$ cat src/rtl/hd_pkg.sv
package hd_pkg;

    typedef enum logic [1:0] {
        HD_IDLE = 2'd0,
        HD_RUN  = 2'd1,
        HD_DONE = 2'd2
    } hd_state_e;

endpackage

$ cat src/rtl/hd_lsb_clear.sv
module hd_lsb_clear #(
    parameter int W = 32
) (
    input  logic [W-1:0] value_in,
    output logic [W-1:0] value_out,
    output logic         is_zero
);

    always_comb begin
        value_out = value_in & (value_in - W'(1));
        is_zero   = (value_in == '0);
    end

endmodule

$ cat src/rtl/hd_ctrl.sv
module hd_ctrl
    import hd_pkg::*;
(
    input  logic clk,
    input  logic rst,
    input  logic start,
    input  logic work_zero,
    output logic load,
    output logic step,
    output logic finish,
    output logic busy,
    output logic done
);

    typedef struct packed {
        hd_state_e state;
    } ctrl_regs_t;

    ctrl_regs_t r_q, r_d;

    always_comb begin
        r_d    = r_q;
        load   = 1'b0;
        step   = 1'b0;
        finish = 1'b0;
        unique case (r_q.state)
            HD_IDLE: begin
                if (start) begin
                    load      = 1'b1;
                    r_d.state = HD_RUN;
                end
            end
            HD_RUN: begin
                if (work_zero) begin
                    finish    = 1'b1;
                    r_d.state = HD_DONE;
                end else begin
                    step = 1'b1;
                end
            end
            HD_DONE: r_d.state = HD_IDLE;
            default: r_d.state = HD_IDLE;
        endcase
    end

    always_ff @(posedge clk) begin
        if (rst) r_q.state <= HD_IDLE;
        else     r_q <= r_d;
    end

    assign busy = (r_q.state != HD_IDLE);
    assign done = (r_q.state == HD_DONE);

    a_r6_done_pulse: assert property (@(posedge clk) disable iff (rst)
        done |=> !done);
    a_r9_busy_after_start: assert property (@(posedge clk) disable iff (rst)
        (start && !busy) |=> busy);
    a_r9_idle_after_done: assert property (@(posedge clk) disable iff (rst)
        done |=> !busy);

endmodule

$ cat src/rtl/hd_datapath.sv
module hd_datapath #(
    parameter int N  = 32,
    parameter int CW = $clog2(N + 1)
) (
    input  logic          clk,
    input  logic          rst,
    input  logic          load,
    input  logic          step,
    input  logic          finish,
    input  logic [N-1:0]  op_a,
    input  logic [N-1:0]  op_b,
    output logic          work_zero,
    output logic [CW-1:0] result
);

    typedef struct packed {
        logic [N-1:0]  work;
        logic [CW-1:0] tally;
        logic [CW-1:0] result;
    } dp_regs_t;

    dp_regs_t     r_q, r_d;
    logic [N-1:0] work_next;

    hd_lsb_clear #(.W(N)) i_clear (
        .value_in (r_q.work),
        .value_out(work_next),
        .is_zero  (work_zero)
    );

    always_comb begin
        r_d = r_q;
        if (load) begin
            r_d.work  = op_a ^ op_b;
            r_d.tally = '0;
        end else if (step) begin
            r_d.work  = work_next;
            r_d.tally = r_q.tally + CW'(1);
        end
        if (finish) r_d.result = r_q.tally;
    end

    always_ff @(posedge clk) begin
        if (rst) r_q <= '0;
        else     r_q <= r_d;
    end

    assign result = r_q.result;

    a_r2_one_bit_per_step: assert property (@(posedge clk) disable iff (rst)
        step |=> ($countones(r_q.work) + 1 == $past($countones(r_q.work))));
    a_r5_tally_bound: assert property (@(posedge clk) disable iff (rst)
        r_q.tally <= CW'(N));
    a_r7_result_hold: assert property (@(posedge clk) disable iff (rst)
        !finish |=> $stable(r_q.result));

endmodule

$ cat src/rtl/iter_hamming.sv
module iter_hamming #(
    parameter int N  = 32,
    localparam int CW = $clog2(N + 1)
) (
    input  logic          clk,
    input  logic          rst,
    input  logic          start,
    input  logic [N-1:0]  op_a,
    input  logic [N-1:0]  op_b,
    output logic          busy,
    output logic          done,
    output logic [CW-1:0] distance
);

    logic load, step, finish, work_zero;

    hd_ctrl i_ctrl (
        .clk      (clk),
        .rst      (rst),
        .start    (start),
        .work_zero(work_zero),
        .load     (load),
        .step     (step),
        .finish   (finish),
        .busy     (busy),
        .done     (done)
    );

    hd_datapath #(.N(N), .CW(CW)) i_dp (
        .clk      (clk),
        .rst      (rst),
        .load     (load),
        .step     (step),
        .finish   (finish),
        .op_a     (op_a),
        .op_b     (op_b),
        .work_zero(work_zero),
        .result   (distance)
    );

    a_r7_distance_only_on_done: assert property (@(posedge clk) disable iff (rst)
        !$stable(distance) |-> done);
    a_r1_quiet_after_reset: assert property (@(posedge clk)
        rst |=> (!busy && !done && distance == '0));

endmodule

$ cat config.mk
export PLATFORM = sky130hd
export DESIGN_NAME = iter_hamming
export DESIGN_NICKNAME = d
export VERILOG_FILES = /design/src/rtl/hd_pkg.sv /design/src/rtl/hd_lsb_clear.sv /design/src/rtl/hd_ctrl.sv /design/src/rtl/hd_datapath.sv /design/src/rtl/iter_hamming.sv
export SDC_FILE = /design/constraint.sdc
export NUM_CORES = 1
export LEC_CHECK = 0
export ABC_AREA = 1
export BUFFER_PORTS_ARGS = -buffer_cell sky130_fd_sc_hd__buf_2
export CAP_MARGIN = 20
export CORE_MARGIN = 5
export CORE_UTILIZATION = 54
export DETAILED_ROUTE_END_ITERATION = 12
export GPL_TIMING_DRIVEN = 0
export PLACE_DENSITY = 0.79
export SLEW_MARGIN = 10
export SYNTH_ARGS = -nofsm -noshare
export SYNTH_HDL_FRONTEND = slang
export SYNTH_SLANG_ARGS = --single-unit
$ cat constraint.sdc
create_clock -name clk -period 1.72 [get_ports clk]
set_input_delay 0.172 -clock clk [delete_from_list [all_inputs] [get_ports clk]]
set_output_delay 0.172 -clock clk [all_outputs]
set_load 0.005 [all_outputs]
==> impl_metrics.csv <==
group,metric,value,unit
outcome,status,"complete, no violations",
pwr,power,2.815,mW
worst_setup_path,arrival,1840,ps
cts,clock-sinks,46,
grt,grt_max_degree,17,
sta,slew_violations,0,
floorplan,core_area,5405,sq um
sta,setup_viol,0,
yosys,netlist_instances,465,
cts,clk_path_buf_depth,2,
detailed_routing,final_antenna_net_count,0,
detailed_routing,vias_per_cell,5.134,
floorplan,die_h,84.06,um
floorplan,start_util,54.79,%
run,drv_cap,0,
yosys,synth_ff_type,"dfxtp_1",
detailed_routing,wirelength,7907,um
detailed_routing,drc,0,
pwr,leakagePower,1.757,nW
sta,fmax,608.1,MHz
min_path,min-delay-start,"op_b[4]",
layout,layout-drive-gt1-share,26.04,%
worst_setup_path,end_kind,"flop",
grt,first_global_vias,2964,
detailed_routing,wl_per_cell,12.65,um
placed_design,dp_hpwl,5960,um
yosys,ys_top_cells_by_area,"dfxtp_1, nand2_1, nor2_1",
sta,relSlewSlack,63.67,%
yosys,yosysSeqAreaShare,31.09,%
cts,clkLatencyLatePin,320,ps
worst_setup_path,r2r_slack,80,ps
floorplan,boundaryPins,75,
yosys,synth_top_area_cell,"dfxtp_1",
grt,grt_pass1_wl,12990,um
worst_setup_path,rr_worst_depth,11,
pwr,vdd_drop_max,0.4545,mV
cts,clk_pin_slew,90,ps
sta,finClkSkew,11.96,ps
yosys,synth_common_cells,"nand2_1, nor2_1, dfxtp_1",
detailed_routing,first_pass_iters,4,
min_path,holdPathStages,3,
yosys,synth_seq_cells,46,
yosys,avgSynthCellArea,6.369,sq um
grt,gr-usage-all-layers,21.96,%
layout,syn_to_final_growth,23.28,%
min_path,hold_path_class,"input pin to flop",
min_path,whs_endpoint,"i_dp.r_q[16]",
floorplan,num_rows,27,
layout,nNetsFinal,620,
yosys,synth.most_common_cell,"nand2_1",
worst_setup_path,start_kind,"flop",
cts,cts.root.buffer_cell,"clkbuf_8",
worst_setup_path,crit_type,"flop to flop",
yosys,synth_area,2962,sq um
floorplan,die_w,84.06,um
sta,fin_setup_tns,0,ps
yosys,postSynthNetCount,533,
yosys,ys_async_sr_fraction,0,%
cts,cts_tree,"done",
worst_setup_path,r2r_end,"i_dp.r_q[32]",
yosys,yosysWarnings,0,
yosys,synth_cell_types,31,
pwr,power_density,770.9,nW/um^2
cts,cts_buffers,5,
sta,layout_min_cycle_time,1644,ps
grt,antenna_found_initial,0,
yosys,synth-edff-count,0,
worst_setup_path,reg2reg_from,"i_dp.r_q[13]",
placed_design,io_buffer_count,73,
grt,grt-ovfl-total,0,
detailed_routing,vias,3209,
worst_setup_path,worst-path-max-fanout,10,
floorplan,fp.dieArea,7065,sq um
yosys,netlist.area_leader.share,31.09,%
sta,hold_viol_final,0,
sta,finalCritPeriodShare,95.61,%
cts,cts_hold_buffers,0,
cts,htree_levels,2,
detailed_routing,drt_iter0_drc,212,
sta,worst_slew_pin_slew,544.9,ps
placed_design,gp_congestion,0.9635,
layout,n_antenna_cell,0,
worst_setup_path,cp.required,1910,ps
critical path: stages, from the launching register on:
cell	delay, ps
dfxtp_1	350
nor2_4	160
nand2_4	110
nor2_8	160
nand2_4	100
nor2_8	140
nor2_2	100
buf_6	150
nand2_1	60
nand2_1	50
nor2_1	100
nor2_1	40
cell type report:
cell class / count / area, sq um
Clock inverter: 3 / 25.02
Clock buffer: 5 / 68.82
Inverter: 37 / 138.9
Tap cell: 72 / 90.09
Fill cell: 527 / 1754
Multi-Input combinational cell: 362 / 1858
Sequential cell: 46 / 922.1
Timing Repair Buffer: 80 / 417.9
Buffer: 20 / 130.1
worst max path at each step:
stage | slack [ps] | depth (start not counted) | from | to
after floorplan | 250 | 11 | i_dp.r_q[18] | i_dp.r_q[39]
after global placement | 20 | 8 | i_ctrl.r_q[0] | i_dp.r_q[10]
after detailed placement | -30 | 7 | i_ctrl.r_q[0] | i_dp.r_q[37]
after CTS | 8 | 11 | i_dp.r_q[28] | i_dp.r_q[32]
after global routing | -30 | 8 | i_ctrl.r_q[0] | i_dp.r_q[43]
final | 80 | 11 | i_dp.r_q[13] | i_dp.r_q[32]
metal layers:
metal / track usage [%] / vias up / part of all wire (%)
met5: 0 / - / 0
met4: 8.041 / 0 / 2.7
met3: 4.245 / 17 / 6.6
met2: 36.94 / 89 / 48
met1: 27.71 / 1435 / 43
li1: - / 1668 / -
state kept, by name, indices dropped and copies added, names as in the netlist:
| signal | cells |
|---|---|
| i_ctrl.r_q | 2 |
| i_dp.r_q | 38 |
| i_dp.result | 6 |
layout by cell type, fill, tap and decap left out, types with 2 or more instances in the layout:
master,Yosys,final
nand2_1,108,104
nor2_1,95,79
buf_2,3,74
dfxtp_1,46,45
inv_1,36,36
a21oi_1,34,34
o21ai_0,32,32
a21o_1,28,28
nor2_2,6,18
nand3_1,17,17
buf_4,8,16
o21bai_1,12,12
nand2_2,4,6
clkbuf_1,7,6
nor2_4,1,5
xnor2_1,5,5
clkbuf_8,0,5
nand2_4,2,4
nand4_1,3,3
nor2_8,2,2
nor3_1,2,2
or2_2,2,2
buf_6,2,2
a21oi_2,2,2
cells by family after synthesis:
| logic type | Yosys count | share of synthesized area [%] |
|---|---|---|
| AND/OR/NAND/NOR | 245 | 35.40 |
| AO/OA/AOI/OAI | 110 | 22.43 |
| buffers and inverters | 57 | 8.872 |
| flip-flops | 46 | 31.09 |
| XOR/XNOR | 6 | 1.774 |
| adder cells (fa/ha/maj) | 1 | 0.4224 |
stage by stage:
stage	util (%)	cells	setup WS [ps]	area, sq um	hold slack [ps]
3_5_place_dp	63.22	610	-31.51	3417	455.4
6_report	67.55	625	75.53	3651	132.2
3_3_place_gp	63.22	610	16.34	3417	455.7
5_1_grt	67.55	625	-26.43	3651	146.6
4_1_cts	65.02	618	8.250	3515	133.0
2_1_floorplan	-	465	252.9	2962	360.3
where the power goes:
part / leakage (nW) / switching [mW] / internal, mW
sequential: 0.377 / 0.0726 / 1.13
combinational: 1.33 / 0.540 / 0.356
clock: 0.0447 / 0.421 / 0.294
timing repair:
item                                    in CTS  in global routing
buffers inserted                             0                  7
endpoints found under the setup margin      16                 41
gates resized for setup                      2                 28
endpoints found under the hold margin        0                  0
pin swaps                                    0                  8
No activity file was read; power rests on OpenSTA's default activity.
